<file path="src/rtl/rx_pp_pkg.sv">
package rx_pp_pkg;
  typedef struct packed {
    logic swap;    // exchange foreground and background roles
    logic bgWrEn;  // engine write may land in the background buffer
  } ppCtl_t;
endpackage

</file>
<file path="src/rtl/rx_pp_ctrl.sv">
module rx_pp_ctrl
  import rx_pp_pkg::*;
(
  input  logic   clk,
  input  logic   rstN,
  input  logic   wrEn,
  input  logic   frameDone,
  input  logic   frameAccepted,
  input  logic   clearFull,
  input  logic   clearOverrun,
  output ppCtl_t ctl,
  output logic   fullFlag,
  output logic   overrun,
  output logic   pending
);
  logic accDone, promote, directSwap, parkFrame, lostFrame;

  always_comb begin
    accDone    = frameDone & frameAccepted;
    promote    = ~fullFlag & pending;
    directSwap = accDone & ~fullFlag & ~pending;
    parkFrame  = accDone & fullFlag & ~pending;
    // A parked frame blocks writes, so any accepted frame seen while one is
    // parked (including the promote cycle) has nowhere to live.
    lostFrame  = accDone & pending;
    ctl.swap   = promote | directSwap;
    ctl.bgWrEn = wrEn & ~pending;
  end

  always_ff @(posedge clk or negedge rstN) begin
    if (!rstN) begin
      fullFlag <= 1'b0;
      pending  <= 1'b0;
      overrun  <= 1'b0;
    end else begin
      if (ctl.swap)       fullFlag <= 1'b1;
      else if (clearFull) fullFlag <= 1'b0;

      if (promote)        pending <= 1'b0;
      else if (parkFrame) pending <= 1'b1;

      if (lostFrame)         overrun <= 1'b1;
      else if (clearOverrun) overrun <= 1'b0;
    end
  end
endmodule

</file>
<file path="src/rtl/rx_pp_datapath.sv">
module rx_pp_datapath
  import rx_pp_pkg::*;
#(
  parameter int NBYTES = 13,
  parameter int DW     = 8,
  localparam int AW    = $clog2(NBYTES)
) (
  input  logic          clk,
  input  logic          rstN,
  input  ppCtl_t        ctl,
  input  logic [AW-1:0] wrAddr,
  input  logic [DW-1:0] wrData,
  input  logic [AW-1:0] cpuRdAddr,
  output logic [DW-1:0] cpuRdData,
  output logic          fgSel
);
  localparam int NBANKS = 2;

  logic [DW-1:0] bank [NBANKS][NBYTES];

  always_ff @(posedge clk or negedge rstN) begin
    if (!rstN)         fgSel <= 1'b0;
    else if (ctl.swap) fgSel <= ~fgSel;
  end

  for (genvar b = 0; b < NBANKS; b++) begin : gBank
    logic bankWr;
    assign bankWr = ctl.bgWrEn && (fgSel != 1'(b)) && (int'(wrAddr) < NBYTES);
    always_ff @(posedge clk or negedge rstN) begin
      if (!rstN) begin
        for (int i = 0; i < NBYTES; i++) bank[b][i] <= '0;
      end else if (bankWr) begin
        bank[b][wrAddr] <= wrData;
      end
    end
  end

  always_comb begin
    cpuRdData = '0;
    if (int'(cpuRdAddr) < NBYTES) cpuRdData = bank[fgSel][cpuRdAddr];
  end
endmodule

</file>
<file path="src/rtl/can_rx_pingpong.sv">
module can_rx_pingpong
  import rx_pp_pkg::*;
#(
  parameter int NBYTES = 13,
  parameter int DW     = 8,
  localparam int AW    = $clog2(NBYTES)
) (
  input  logic          clk,
  input  logic          rstN,
  input  logic          wrEn,
  input  logic [AW-1:0] wrAddr,
  input  logic [DW-1:0] wrData,
  input  logic          frameDone,
  input  logic          frameAccepted,
  input  logic [AW-1:0] cpuRdAddr,
  output logic [DW-1:0] cpuRdData,
  input  logic          clearFull,
  input  logic          clearOverrun,
  output logic          fullFlag,
  output logic          overrun
);
  ppCtl_t ctl;
  logic   pendingFlag;
  logic   fgSel;

  rx_pp_ctrl u_ctrl (
    .clk(clk), .rstN(rstN), .wrEn(wrEn),
    .frameDone(frameDone), .frameAccepted(frameAccepted),
    .clearFull(clearFull), .clearOverrun(clearOverrun),
    .ctl(ctl), .fullFlag(fullFlag), .overrun(overrun), .pending(pendingFlag)
  );

  rx_pp_datapath #(.NBYTES(NBYTES), .DW(DW)) u_dp (
    .clk(clk), .rstN(rstN), .ctl(ctl),
    .wrAddr(wrAddr), .wrData(wrData),
    .cpuRdAddr(cpuRdAddr), .cpuRdData(cpuRdData), .fgSel(fgSel)
  );
endmodule

</file>
<file path="config.mk">
export PLATFORM = sky130hd
export DESIGN_NAME = can_rx_pingpong
export DESIGN_NICKNAME = d
export VERILOG_FILES = /design/src/rtl/rx_pp_pkg.sv /design/src/rtl/rx_pp_ctrl.sv /design/src/rtl/rx_pp_datapath.sv /design/src/rtl/can_rx_pingpong.sv
export SDC_FILE = /design/constraint.sdc
export NUM_CORES = 1
export LEC_CHECK = 0
export BUFFER_PORTS_ARGS = -buffer_cell sky130_fd_sc_hd__buf_2
export CORE_UTILIZATION = 30
export DETAILED_ROUTE_END_ITERATION = 7
export HOLD_SLACK_MARGIN = 0.03
export PLACE_DENSITY_LB_ADDON = 0.08
export SLEW_MARGIN = 30
export SYNTH_ARGS = -nofsm -noshare
export SYNTH_HDL_FRONTEND = slang
export SYNTH_SLANG_ARGS = --single-unit
</file>
<file path="constraint.sdc">
create_clock -name clk -period 2.3 [get_ports clk]
set_input_delay 0.115 -clock clk [delete_from_list [all_inputs] [get_ports clk]]
set_output_delay 0.115 -clock clk [all_outputs]
set_load 0.05 [all_outputs]
</file>
# Word level (Yosys, flattened, before mapping)
# Index checks and enable logic that the tools add are counted.
# word_totals
ff_bits,212
inputBits,23
out_inout_bits,10
wordCells,76
# op_classes
n_lt_le_gt_ge,6
muxes,17
bitwise,15
reduce_logical,8
# op_table
operator,n
$mux 104,3
$bwmux 104,2
$bmux 8 s4,1
$demux 8 s4,1
$mux 8,4
$ge 5x5->1 const B,2
$not 4->5,2
$and 1x1->1,8
$lt 4x4->1 const B,2
$mux 1,6
$reduce_bool 2->1,3
$logic_and 1x1->1,5
$lt 5x1->1 const B,1
$not 1->1,3
$ge 2x2->1 const B,1
$not 1->2,1
$or 1x1->1,1

# Depth between registers and ports, before layout
# Gate-level depths: netlist of run 1.
# logic_depth
ltp_word,8
ltp_mapped,8
mapped_depth_nobuf,4

# Modules after synthesis
# From an unflattened synthesis of run 1, not the netlist that was laid out.
# unflattened
cells_unflattened,693
hier_area_um2,10007.1
# by_module_without_submodules
module,n_inst,cells_each,area_per_inst_um2,seq_area_each_um2
rx_pp_datapath,1,682,9880.7,5230.0
rx_pp_ctrl,1,11,126.4,75.1

# Worst setup path after synthesis of run 1
# No wires, ideal clock.
# synth_path
path_type,reg-to-output
from,register u_dp.fgSel
to,output cpuRdData[0]
arrival_ns,2.398
required_ns,2.185
slack_ns,-0.213
stages_incl_launch_ff,8
n_path_buf,3
cell_sequence,dfrtp_1 buf_6 buf_12 buf_6 mux2i_1 a22oi_1 o211ai_1 o311ai_1
# synth_between
elab_chain_cells,8
# synth_rtl
item,line_no,rtl
"start, declared",rx_pp_datapath.sv:15,output logic fgSel
"start signal, assigned",rx_pp_datapath.sv:23,else if (ctl.swap) fgSel <= ~fgSel;
$not 1->2 (implied by the code),rx_pp_datapath.sv:40,if (int'(cpuRdAddr) < NBYTES) cpuRdData = bank[fgSel][cpuRdAddr];
$mux 104 (implied by the code) (3 in a row),rx_pp_datapath.sv:40,
$bmux 8 s4,rx_pp_datapath.sv:40,
$mux 8 (implied by the code) (2 in a row),rx_pp_datapath.sv:40,
$mux 8,rx_pp_datapath.sv:40,
"end, declared",can_rx_pingpong.sv:16,"output logic [DW-1:0] cpuRdData,"
# No other way between the ends. The select of a mux whose other input is x is not followed.

# Final worst setup path of run 1
# layout_path
from,register u_dp.fgSel
to,output cpuRdData[6]
# Same word-level chain as after synthesis.

==> results of run 1 <==
-- cells in the mapped netlist (2+ instances only) --
cell type / count / area share
dfrtp_1: 212 / 0.53
mux2_2: 200 / 0.22
mux2i_1: 48 / 0.048
mux4_2: 25 / 0.056
clkbuf_1: 20 / 0.0075
nand2_1: 14 / 0.0052
nor2_4: 13 / 0.015
mux2_1: 12 / 0.013
a22oi_1: 11 / 0.0082
nor2_1: 10 / 0.0037
buf_2: 9 / 0.0045
nor2b_1: 9 / 0.0056
a211oi_1: 7 / 0.0052
nand2_2: 7 / 0.0044
o211ai_1: 7 / 0.0052
buf_6: 6 / 0.0067
nand3_1: 6 / 0.0030
nand2b_1: 5 / 0.0031
nor3_1: 5 / 0.0025
a21oi_1: 4 / 0.0020
and3_1: 4 / 0.0025
nand3_2: 4 / 0.0040
nand4_1: 4 / 0.0025
mux4_1: 3 / 0.0079
nor3b_2: 3 / 0.0037
o32ai_1: 3 / 0.0026
a22o_1: 2 / 0.0017
buf_1: 2 / 0.00075
buf_12: 2 / 0.0040
buf_4: 2 / 0.0015
nand3b_1: 2 / 0.0015
nand3b_2: 2 / 0.0022
o311ai_1: 2 / 0.0017
-- layout make-up --
cell class / count / area, um2
well taps: 442 / 553
repair buffers: 83 / 668
clock buffers: 39 / 791
flip-flops and latches: 212 / 5310
inverters: 2 / 7.51
multi-input cells: 423 / 4560
fillers: 3143 / 20800
clock inverters: 7 / 60.1
-- per-stage QoR --
stage / util / TNS (ns) / instances
after floorplan: - / 0 / 679
final: 0.365 / -2.78 / 1208
after global routing: 0.365 / -3.43 / 1208
after detailed placement: 0.331 / -0.129 / 1146
after CTS: 0.365 / -3.05 / 1208
after global placement: 0.331 / -0.0608 / 1146
-- logic make-up after synthesis --
logic type / Yosys count / synth area share
xor+xnor: 1 / 0.000873
compound gates: 39 / 0.0294
buf+inv: 44 / 0.0262
flops: 212 / 0.529
mux: 288 / 0.350
simple gates: 95 / 0.0653
-- metal layers --
metal  vias up  wire length [um]  GRT usage
li1       2655                 -          -
met1      3175             12700      0.234
met2        83             13500      0.285
met3        33               940     0.0252
met4         0               589     0.0450
met5         -                 0          0
-- repair_timing --
| item | CTS | global route |
|---|---|---|
| buffers inserted | 10 | 0 |
| hold endpoints to repair | 215 | 0 |
| pin swaps | 2 | 1 |
| resized for setup | 36 | 0 |
| hold buffers | 7 | 0 |
| endpoints found under the setup margin | 8 | 8 |
-- how the worst max path moves through the flow --
stage / startpoint / slack [ns] / end
5_1_grt: u_dp.fgSel / -0.46 / cpuRdData[0]
3_5_place_dp: u_dp.fgSel / -0.05 / cpuRdData[0]
4_1_cts: u_dp.fgSel / -0.41 / cpuRdData[0]
2_1_floorplan: u_dp.fgSel / 0.24 / cpuRdData[0]
3_3_place_gp: u_dp.fgSel / -0.05 / cpuRdData[0]
6_report: u_dp.fgSel / -0.39 / cpuRdData[6]
-- worst register-to-register path, delay by kind of cell, from the launching register on --
| kind | cells | cell delay [ns] |
|---|---|---|
| simple gates | 3 | 1.12 |
| flops | 1 | 0.45 |
| mux | 1 | 0.39 |
-- where the power goes --
part	total (W)	internal [W]	switching, W
combinational	0.00471	0.00260	0.00211
sequential	0.00607	0.00526	0.000806
clock	0.00403	0.00246	0.00156
-- registers in the layout (all words and copies together), names as in the netlist --
register and count:
u_dp.fgSel 1, u_dp.bank 208, u_ctrl.fullFlag 1, u_ctrl.pending 1, u_ctrl.overrun 1
==> results.json, run 1 <==
{
  "rsz0062_at_grt": "yes",
  "antenna_violating_nets_post_route": 0,
  "grt_antenna_before_repair": 0,
  "maxSlewHeadroom": 0.503,
  "setup.worst_path.end_class": "output pin",
  "setup_viol": 8,
  "most-common-layout-cells": "211 x dfrtp_1, 200 x mux2_2, 46 x mux2i_1",
  "run_status": "finished, violations left",
  "viasPerCell": 4.92,
  "layout_commonest_cell": "dfrtp_1",
  "regToRegStartpoint": "u_ctrl.pending",
  "largest_voltage_drop_on_the_vdd_net_v": 0.000598,
  "worst_path_required_time_ns": 2.18,
  "detail_route.first_pass.iterations": 4,
  "cts.path.max_buffers": 3,
  "final_hold_violating_endpoints": 0,
  "die_w_um": 185,
  "cts_max_level": 1,
  "floorplan.core_area_um2": 32700,
  "final.hold.worst_slack_ns": 0.0985,
  "critical_path_depth": 7,
  "report.power.total_w": 0.0148,
  "clk_pin_slew_ns": 0.05,
  "synthesis.area_um2": 10000,
  "layout-area-overhead-vs-synth_pct": 19.0,
  "final_layout_size_suffix_gt1_frac": 0.512,
  "max-cap-violations": 0,
  "syn_nets": 702,
  "count_of_port_buffers_added_during_placement": 32,
  "r2r_cells": 4,
  "number_of_buffer_and_inverter_instances_along_the_worst_setup_path": 3,
  "cp_cell_sequence": "buf_4, mux4_2, and3_4, a211oi_2, buf_4, nand3_1, buf_6",
  "timing.hold.worst_endpoint": "u_dp.fgSel",
  "syn-mean-instance-area_um2": 14.8,
  "grt_overflow": 0,
  "post_dp_cell_area_um2": 10800,
  "clock_skew_ns": 0.00971,
  "finalMaxSlewViolations": 0,
  "power_density_nw_per_um2": 1240,
  "r2r_slack_ns": 0.23,
  "min_setup_slack_post_route_ns": -0.389,
  "grt_pass1_vias": 6546,
  "critical_path.startpoint_type": "register",
  "initial_utilization": 0.307,
  "finalWorstPathRequiredPeriod_ns": 2.69,
  "path_delay_family": "multiplexers",
  "detailedRoute.firstIterationViolations": 224,
  "leakagePower_nw": 5.33,
  "cp_slowest_stage_delay_ns": 0.55,
  "total_drc_errors_in_the_routed_layout": 0,
  "cts_sinks": 212,
  "final_cell_area_um2": 11900,
  "die_h_um": 185,
  "wirelength_um": 27800,
  "maxClockFrequency_mhz": 372,
  "seq_area_frac_synth": 0.529,
  "yosys_warnings": 0,
  "synth_cell_types": 47,
  "final.period_utilization": 1.17,
  "crit_type": "register to output pin",
  "post_drt_wl_per_cell_um": 23.0,
  "largest_net_degree_at_the_start_of_global_routing": 61,
  "hold_class": "primary input to register",
  "tritoncts.num_buffers": 26,
  "critical_path.most_common_cell": "buf_4",
  "io_pins": 33,
  "insertion_delay_ns": 0.52,
  "final_nets": 771,
  "diodes": 0,
  "place.detailed.hpwl_um": 19000,
  "async_reset_ff_frac": 1.00,
  "gr-usage-all-layers": 0.172,
  "grt_first_pass_wirelength_um": 43100,
  "critPathArrivalTime_ns": 2.57,
  "pre_cts_slack_ns": -0.0526,
  "r2r-end": "u_dp.bank[195]",
  "synth-edff-count": 0,
  "violations": "setup timing",
  "tightest_slew_ns": 0.743,
  "gp_routability_congestion": 0.753,
  "timing.hold.worst_path_depth": 4,
  "clock_tree_from_tritoncts": "yes",
  "rows": 66,
  "cp_slowest_cell": "mux4_2",
  "register_bit_total_from_synthesis": 212,
  "min_from": "frameDone",
  "main_flop_type_after_synthesis": "dfrtp_1",
  "die-area_um2": 34200,
  "clock-root-buffer": "clkbuf_16",
  "routed-via-count": 5946,
  "worst-path-max-fanout": 6,
  "netlist_instances": 679
}
(Power assumes the default switching activity.)
==> inputs of run 2 (changes only) <==
CORE_UTILIZATION = 62   (was 30)
==> run 2 against run 1 <==
Effect of this change: the run still ends with setup timing left; sequential share of layout area increased by 0.87 points; clock power decreased by 8.2%; largest cell class unchanged; cell count decreased by 20%; worst hold slack improved by 0.014 ns; design area decreased by 1.9%.
==> results.json, run 2 (same netlist as run 1, synthesis figures left out) <==
{
  "final_nets": 762,
  "cts_max_level": 1,
  "detail_route.first_pass.iterations": 4,
  "maxClockFrequency_mhz": 391,
  "floorplan.core_area_um2": 15800,
  "max_flop_register": "u_dp.bank",
  "max-cap-violations": 0,
  "r2r_cells": 4,
  "fillerInstances": 1008,
  "critPathCapture": "cpuRdData[0]",
  "rsz0062_at_grt": "yes",
  "insertion_delay_ns": 0.51,
  "count_of_port_buffers_added_during_placement": 32,
  "hold_class": "primary input to register",
  "die_h_um": 129,
  "cts_sinks": 212,
  "total_drc_errors_in_the_routed_layout": 0,
  "leakagePower_nw": 5.27,
  "layout-area-overhead-vs-synth_pct": 16.7,
  "initial_utilization": 0.634,
  "crit_type": "register to output pin",
  "critical_path_depth": 6,
  "clk_pin_slew_ns": 0.06,
  "gp_routability_congestion": 0.926,
  "report.power.total_w": 0.0149,
  "setup.worst_path.end_class": "output pin",
  "final_layout_size_suffix_gt1_frac": 0.522,
  "final_hold_violating_endpoints": 0,
  "layout_commonest_cell": "dfrtp_1",
  "place_inst": 913,
  "layout.cells.non_filler": 970,
  "r2r_slack_ns": 0.15,
  "critPathArrivalTime_ns": 2.45,
  "antenna_violating_nets_post_route": 0,
  "gr-usage-all-layers": 0.310,
  "tightest_slew_ns": 0.859,
  "min_setup_slack_post_route_ns": -0.260,
  "worst-path-max-fanout": 7,
  "maxSlewHeadroom": 0.425,
  "io_pins": 33,
  "grt_pass1_vias": 6505,
  "run_status": "finished, violations left",
  "cp_cell_sequence": "buf_12, mux4_2, and3_4, a211oi_4, o311ai_2, buf_6",
  "die-area_um2": 16700,
  "viasPerCell": 6.39,
  "tritoncts.num_buffers": 22,
  "detailedRoute.firstIterationViolations": 371,
  "routed-via-count": 6199,
  "grt_overflow": 0,
  "cp_slowest_stage_delay_ns": 0.50,
  "setup_viol": 8,
  "wirelength_um": 24700,
  "path_delay_family": "multiplexers",
  "cts.path.max_buffers": 3,
  "cp_slowest_cell": "mux4_2",
  "die_w_um": 129,
  "finalWorstPathRequiredPeriod_ns": 2.56,
  "place.detailed.hpwl_um": 15900,
  "critical_path.startpoint_type": "register",
  "final_cell_area_um2": 11700,
  "largest_net_degree_at_the_start_of_global_routing": 70,
  "number_of_buffer_and_inverter_instances_along_the_worst_setup_path": 2,
  "violations": "setup timing",
  "post_drt_wl_per_cell_um": 25.5,
  "final.period_utilization": 1.11,
  "totalNegativeSetupSlack_ns": -1.69,
  "grt_antenna_before_repair": 1,
  "most-common-layout-cells": "211 x dfrtp_1, 200 x mux2_2, 40 x mux2i_1",
  "regToRegStartpoint": "u_ctrl.pending",
  "largest_voltage_drop_on_the_vdd_net_v": 0.000748,
  "pre_cts_slack_ns": -0.0228,
  "worst_setup_path_startpoint": "u_dp.fgSel",
  "r2r-end": "u_dp.bank[88]",
  "largest_register_ffs": 208,
  "power_density_nw_per_um2": 1270,
  "worst_path_required_time_ns": 2.18,
  "clock_skew_ns": 0.00983,
  "finalMaxSlewViolations": 0,
  "rows": 46,
  "grt_first_pass_wirelength_um": 38300,
  "clock-root-buffer": "clkbuf_16",
  "post_dp_cell_area_um2": 10500,
  "clock_tree_from_tritoncts": "yes"
}
## run 2: cell types whose count changed in the layout (fill, tap and decap cells not counted), moves of 3 or more
cell and delta:
o32ai_1 -3, buf_4 -8, mux2i_4 +4, mux2i_1 -6, clkinv_2 -3, clkbuf_16 -4
## run 2: what timing repair did
item | CTS | global route
pin swaps | 10 | 9
resized for setup | 52 | 15
buffers inserted | 10 | 0
gates cloned | 1 | 1
endpoints found under the hold margin | 67 | 0
hold buffers | 7 | 0
endpoints found under the setup margin | 8 | 8
## run 2: worst min-delay path, cell delays in order
cell	delay, ns
buf_2	0.10
a21oi_1	0.12
nor2_1	0.13
xor2_1	0.11
## run 2: worst min-delay path by stage
stage                          from               to  slack, ns  depth (start not counted)
after floorplan                rstN  u_ctrl.fullFlag      -0.18                          0
after global placement         rstN    u_dp.bank[60]       0.15                          1
after detailed placement       rstN    u_dp.bank[63]       0.16                          1
after CTS                 frameDone       u_dp.fgSel       0.06                          4
after global routing      frameDone       u_dp.fgSel       0.14                          4
final                     frameDone       u_dp.fgSel       0.11                          4
## run 2: metal layers
layer	vias to the layer above	wire, um	GRT usage	share of wire
li1	2643	-	-	-
met1	3327	10900	0.441	0.44
met2	178	11900	0.495	0.48
met3	51	1040	0.0388	0.042
met4	0	863	0.118	0.035
met5	-	0	0	0
## run 2: power by group
part | switching, W | internal (W)
logic | 0.00215 | 0.00283
clock network | 0.00145 | 0.00226
registers | 0.000906 | 0.00526
## run 2: cell type report
type | instances | area [um2] | share of cell area
Tap cell | 216 | 270 | 0.0231
Timing Repair Buffer | 78 | 706 | 0.0602
Antenna cell | 1 | 2.50 | 0.000214
Sequential cell | 212 | 5310 | 0.453
Clock buffer | 31 | 634 | 0.0541
Multi-Input combinational cell | 423 | 4670 | 0.398
Inverter | 2 | 7.51 | 0.000641
Clock inverter | 7 | 121 | 0.0104
## run 2: metrics by stage
step | util | hold WS, ns
3_5_place_dp | 0.662 | 0.161
3_3_place_gp | 0.662 | 0.148
2_1_floorplan | - | -0.181
4_1_cts | 0.734 | 0.0626
5_1_grt | 0.740 | 0.143
6_report | 0.740 | 0.112
==> inputs of run 3 (changes only) <==
CORE_UTILIZATION = 55   (was 62)
==> run 3 against run 2 <==
Effect of this change: the flow still finishes with violations (setup timing); clock skew grew 0.0039 ns; combinational power is essentially flat; non-clock buffer count shrank 7; count of clock-buffer cells in the layout grew 9; utilization shrank 8.4 points; sequential power shrank 0.8%; largest cell class unchanged.
==> results.json, run 3 (same netlist as run 1, synthesis figures left out) <==
{
  "min_setup_slack_post_route_ns": -0.308,
  "grt_overflow": 0,
  "cts_max_level": 1,
  "setup.worst_path.end_class": "output pin",
  "comb_power_share": 0.335,
  "place.detailed.hpwl_um": 16100,
  "cp_cell_sequence": "buf_12, buf_12, mux4_2, a211oi_4, o211ai_1, buf_4",
  "power_density_nw_per_um2": 1260,
  "clock_skew_ns": 0.0138,
  "path_delay_family": "multiplexers",
  "gp_routability_congestion": 0.804,
  "final_hold_violating_endpoints": 0,
  "routed-via-count": 6058,
  "maxClockFrequency_mhz": 383,
  "run_status": "finished, violations left",
  "final_util": 0.656,
  "clock-root-buffer": "clkbuf_16",
  "die-area_um2": 18800,
  "cts_sinks": 212,
  "grt_antenna_before_repair": 0,
  "grt.met1_usage": 0.400,
  "maxSlewHeadroom": 0.475,
  "insertion_delay_ns": 0.51,
  "post_drt_wl_per_cell_um": 25.1,
  "clk_pin_slew_ns": 0.06,
  "timing.hold.worst_path_depth": 4,
  "grt_pass1_vias": 6321,
  "violations": "setup timing",
  "layout_commonest_cell": "dfrtp_1",
  "detailedRoute.firstIterationViolations": 299,
  "tightest_slew_ns": 0.784,
  "sequentialPowerShare": 0.412,
  "power_switching_w": 0.00443,
  "gr-max-usage-layer": "met2",
  "worst-path-max-fanout": 7,
  "r2r_cells": 7,
  "clkPwrFrac": 0.253,
  "final_nets": 757,
  "gr-usage-all-layers": 0.279,
  "cp_slowest_cell": "mux4_2",
  "critical_path_depth": 6,
  "fillerInstances": 1268,
  "final.hold.worst_slack_ns": 0.102,
  "antenna_violating_nets_post_route": 0,
  "power_switching_share": 0.298,
  "max_flop_register": "u_dp.bank",
  "total_drc_errors_in_the_routed_layout": 0,
  "setup_viol": 8,
  "clock_tree_from_tritoncts": "yes",
  "tritoncts.num_buffers": 24,
  "count_of_port_buffers_added_during_placement": 32,
  "viasPerCell": 6.18,
  "crit_type": "register to output pin",
  "rows": 49,
  "critical_path.most_common_cell": "buf_12",
  "grt_first_pass_wirelength_um": 38300,
  "place_inst": 917,
  "layout-area-overhead-vs-synth_pct": 17.1,
  "floorplan.core_area_um2": 17900,
  "leakagePower_nw": 5.28,
  "worst_path_required_time_ns": 2.18,
  "diodes": 0,
  "largest_register_ffs": 208,
  "report.power.total_w": 0.0149,
  "wirelength_um": 24600,
  "cp_slowest_stage_delay_ns": 0.55,
  "finalWorstPathRequiredPeriod_ns": 2.61,
  "grt_util_met2": 0.432,
  "max-cap-violations": 0,
  "multi_input_area_um2": 4620,
  "critical_path.startpoint_type": "register",
  "final.period_utilization": 1.13,
  "most-common-layout-cells": "211 x dfrtp_1, 200 x mux2_2, 43 x mux2i_1",
  "register_area_um2": 5310,
  "largest_voltage_drop_on_the_vdd_net_v": 0.000818,
  "io_pins": 33,
  "detail_route.first_pass.iterations": 4,
  "layout.cells.non_filler": 980,
  "initial_utilization": 0.561,
  "cts.path.max_buffers": 3,
  "critPathArrivalTime_ns": 2.49,
  "die_h_um": 137,
  "die_w_um": 137,
  "number_of_buffer_and_inverter_instances_along_the_worst_setup_path": 3,
  "p_int_w": 0.0104,
  "largest_net_degree_at_the_start_of_global_routing": 64,
  "final_layout_size_suffix_gt1_frac": 0.517,
  "rsz0062_at_grt": "yes",
  "hold_class": "primary input to register",
  "finalMaxSlewViolations": 0,
  "grtUsageMet3": 0.0470
}
## run 3: stage by stage
| stage | setup TNS, ns | setup slack [ns] | instance area, um2 |
|---|---|---|---|
| after CTS | -2.03 | -0.278 | 11700 |
| after floorplan | 0 | 0.237 | 10100 |
| after global placement | 0 | 0.143 | 10500 |
| final | -1.96 | -0.308 | 11800 |
| after global routing | -2.38 | -0.340 | 11800 |
| after detailed placement | 0 | 0.115 | 10500 |
## run 3: area by class of cell
cell class | count | share of cell area
repair buffers | 71 | 0.0631
clock buffers | 40 | 0.0631
inverters | 2 | 0.000639
multi-input cells | 423 | 0.394
flip-flops and latches | 212 | 0.452
well taps | 229 | 0.0244
clock inverters | 3 | 0.00341
## run 3: tightest hold or removal path: cells and delay by family
kind / cells / cell delay (ns)
compound gates: 1 / 0.08
simple gates: 1 / 0.13
xor+xnor: 1 / 0.14
buf+inv: 1 / 0.09
## run 3: power by group through the flow
stage,logic (W),clock network (W),registers (W)
2_1_floorplan,0.00345,0,0.00581
3_3_place_gp,0.00405,0,0.00607
3_5_place_dp,0.00420,0,0.00615
4_1_cts,0.00491,0.00381,0.00609
5_1_grt,0.00531,0.00395,0.00629
6_report,0.00498,0.00376,0.00612
## run 3: path summary, 6_finish.rpt
path,slack (ns),end,start
worst max-delay path,-0.31,cpuRdData[5],u_dp.fgSel
worst min-delay path,0.10,u_dp.fgSel,frameDone
worst max register to register,0.04,u_dp.bank[161],u_dp.fgSel
worst min register to register,0.49,u_dp.bank[41],u_dp.bank[41]
max in group asynchronous,1.35,u_dp.bank[150],rstN
min in group asynchronous,0.15,u_dp.bank[170],rstN
## run 3: metal layers
metal  part of all wire  routed length, um
met1               0.46              11400
met2               0.47              11600
met3              0.038                934
met4              0.031                756
met5                  0                  0
## run 3: what timing repair did
item                       in CTS  in global routing
setup endpoints to repair       8                 21
resized for setup              51                 10
setup buffers                   8                  4
hold buffers                    7                  0
hold endpoints to repair       63                  0
pin swaps                      19                  9
gates cloned                    2                  0
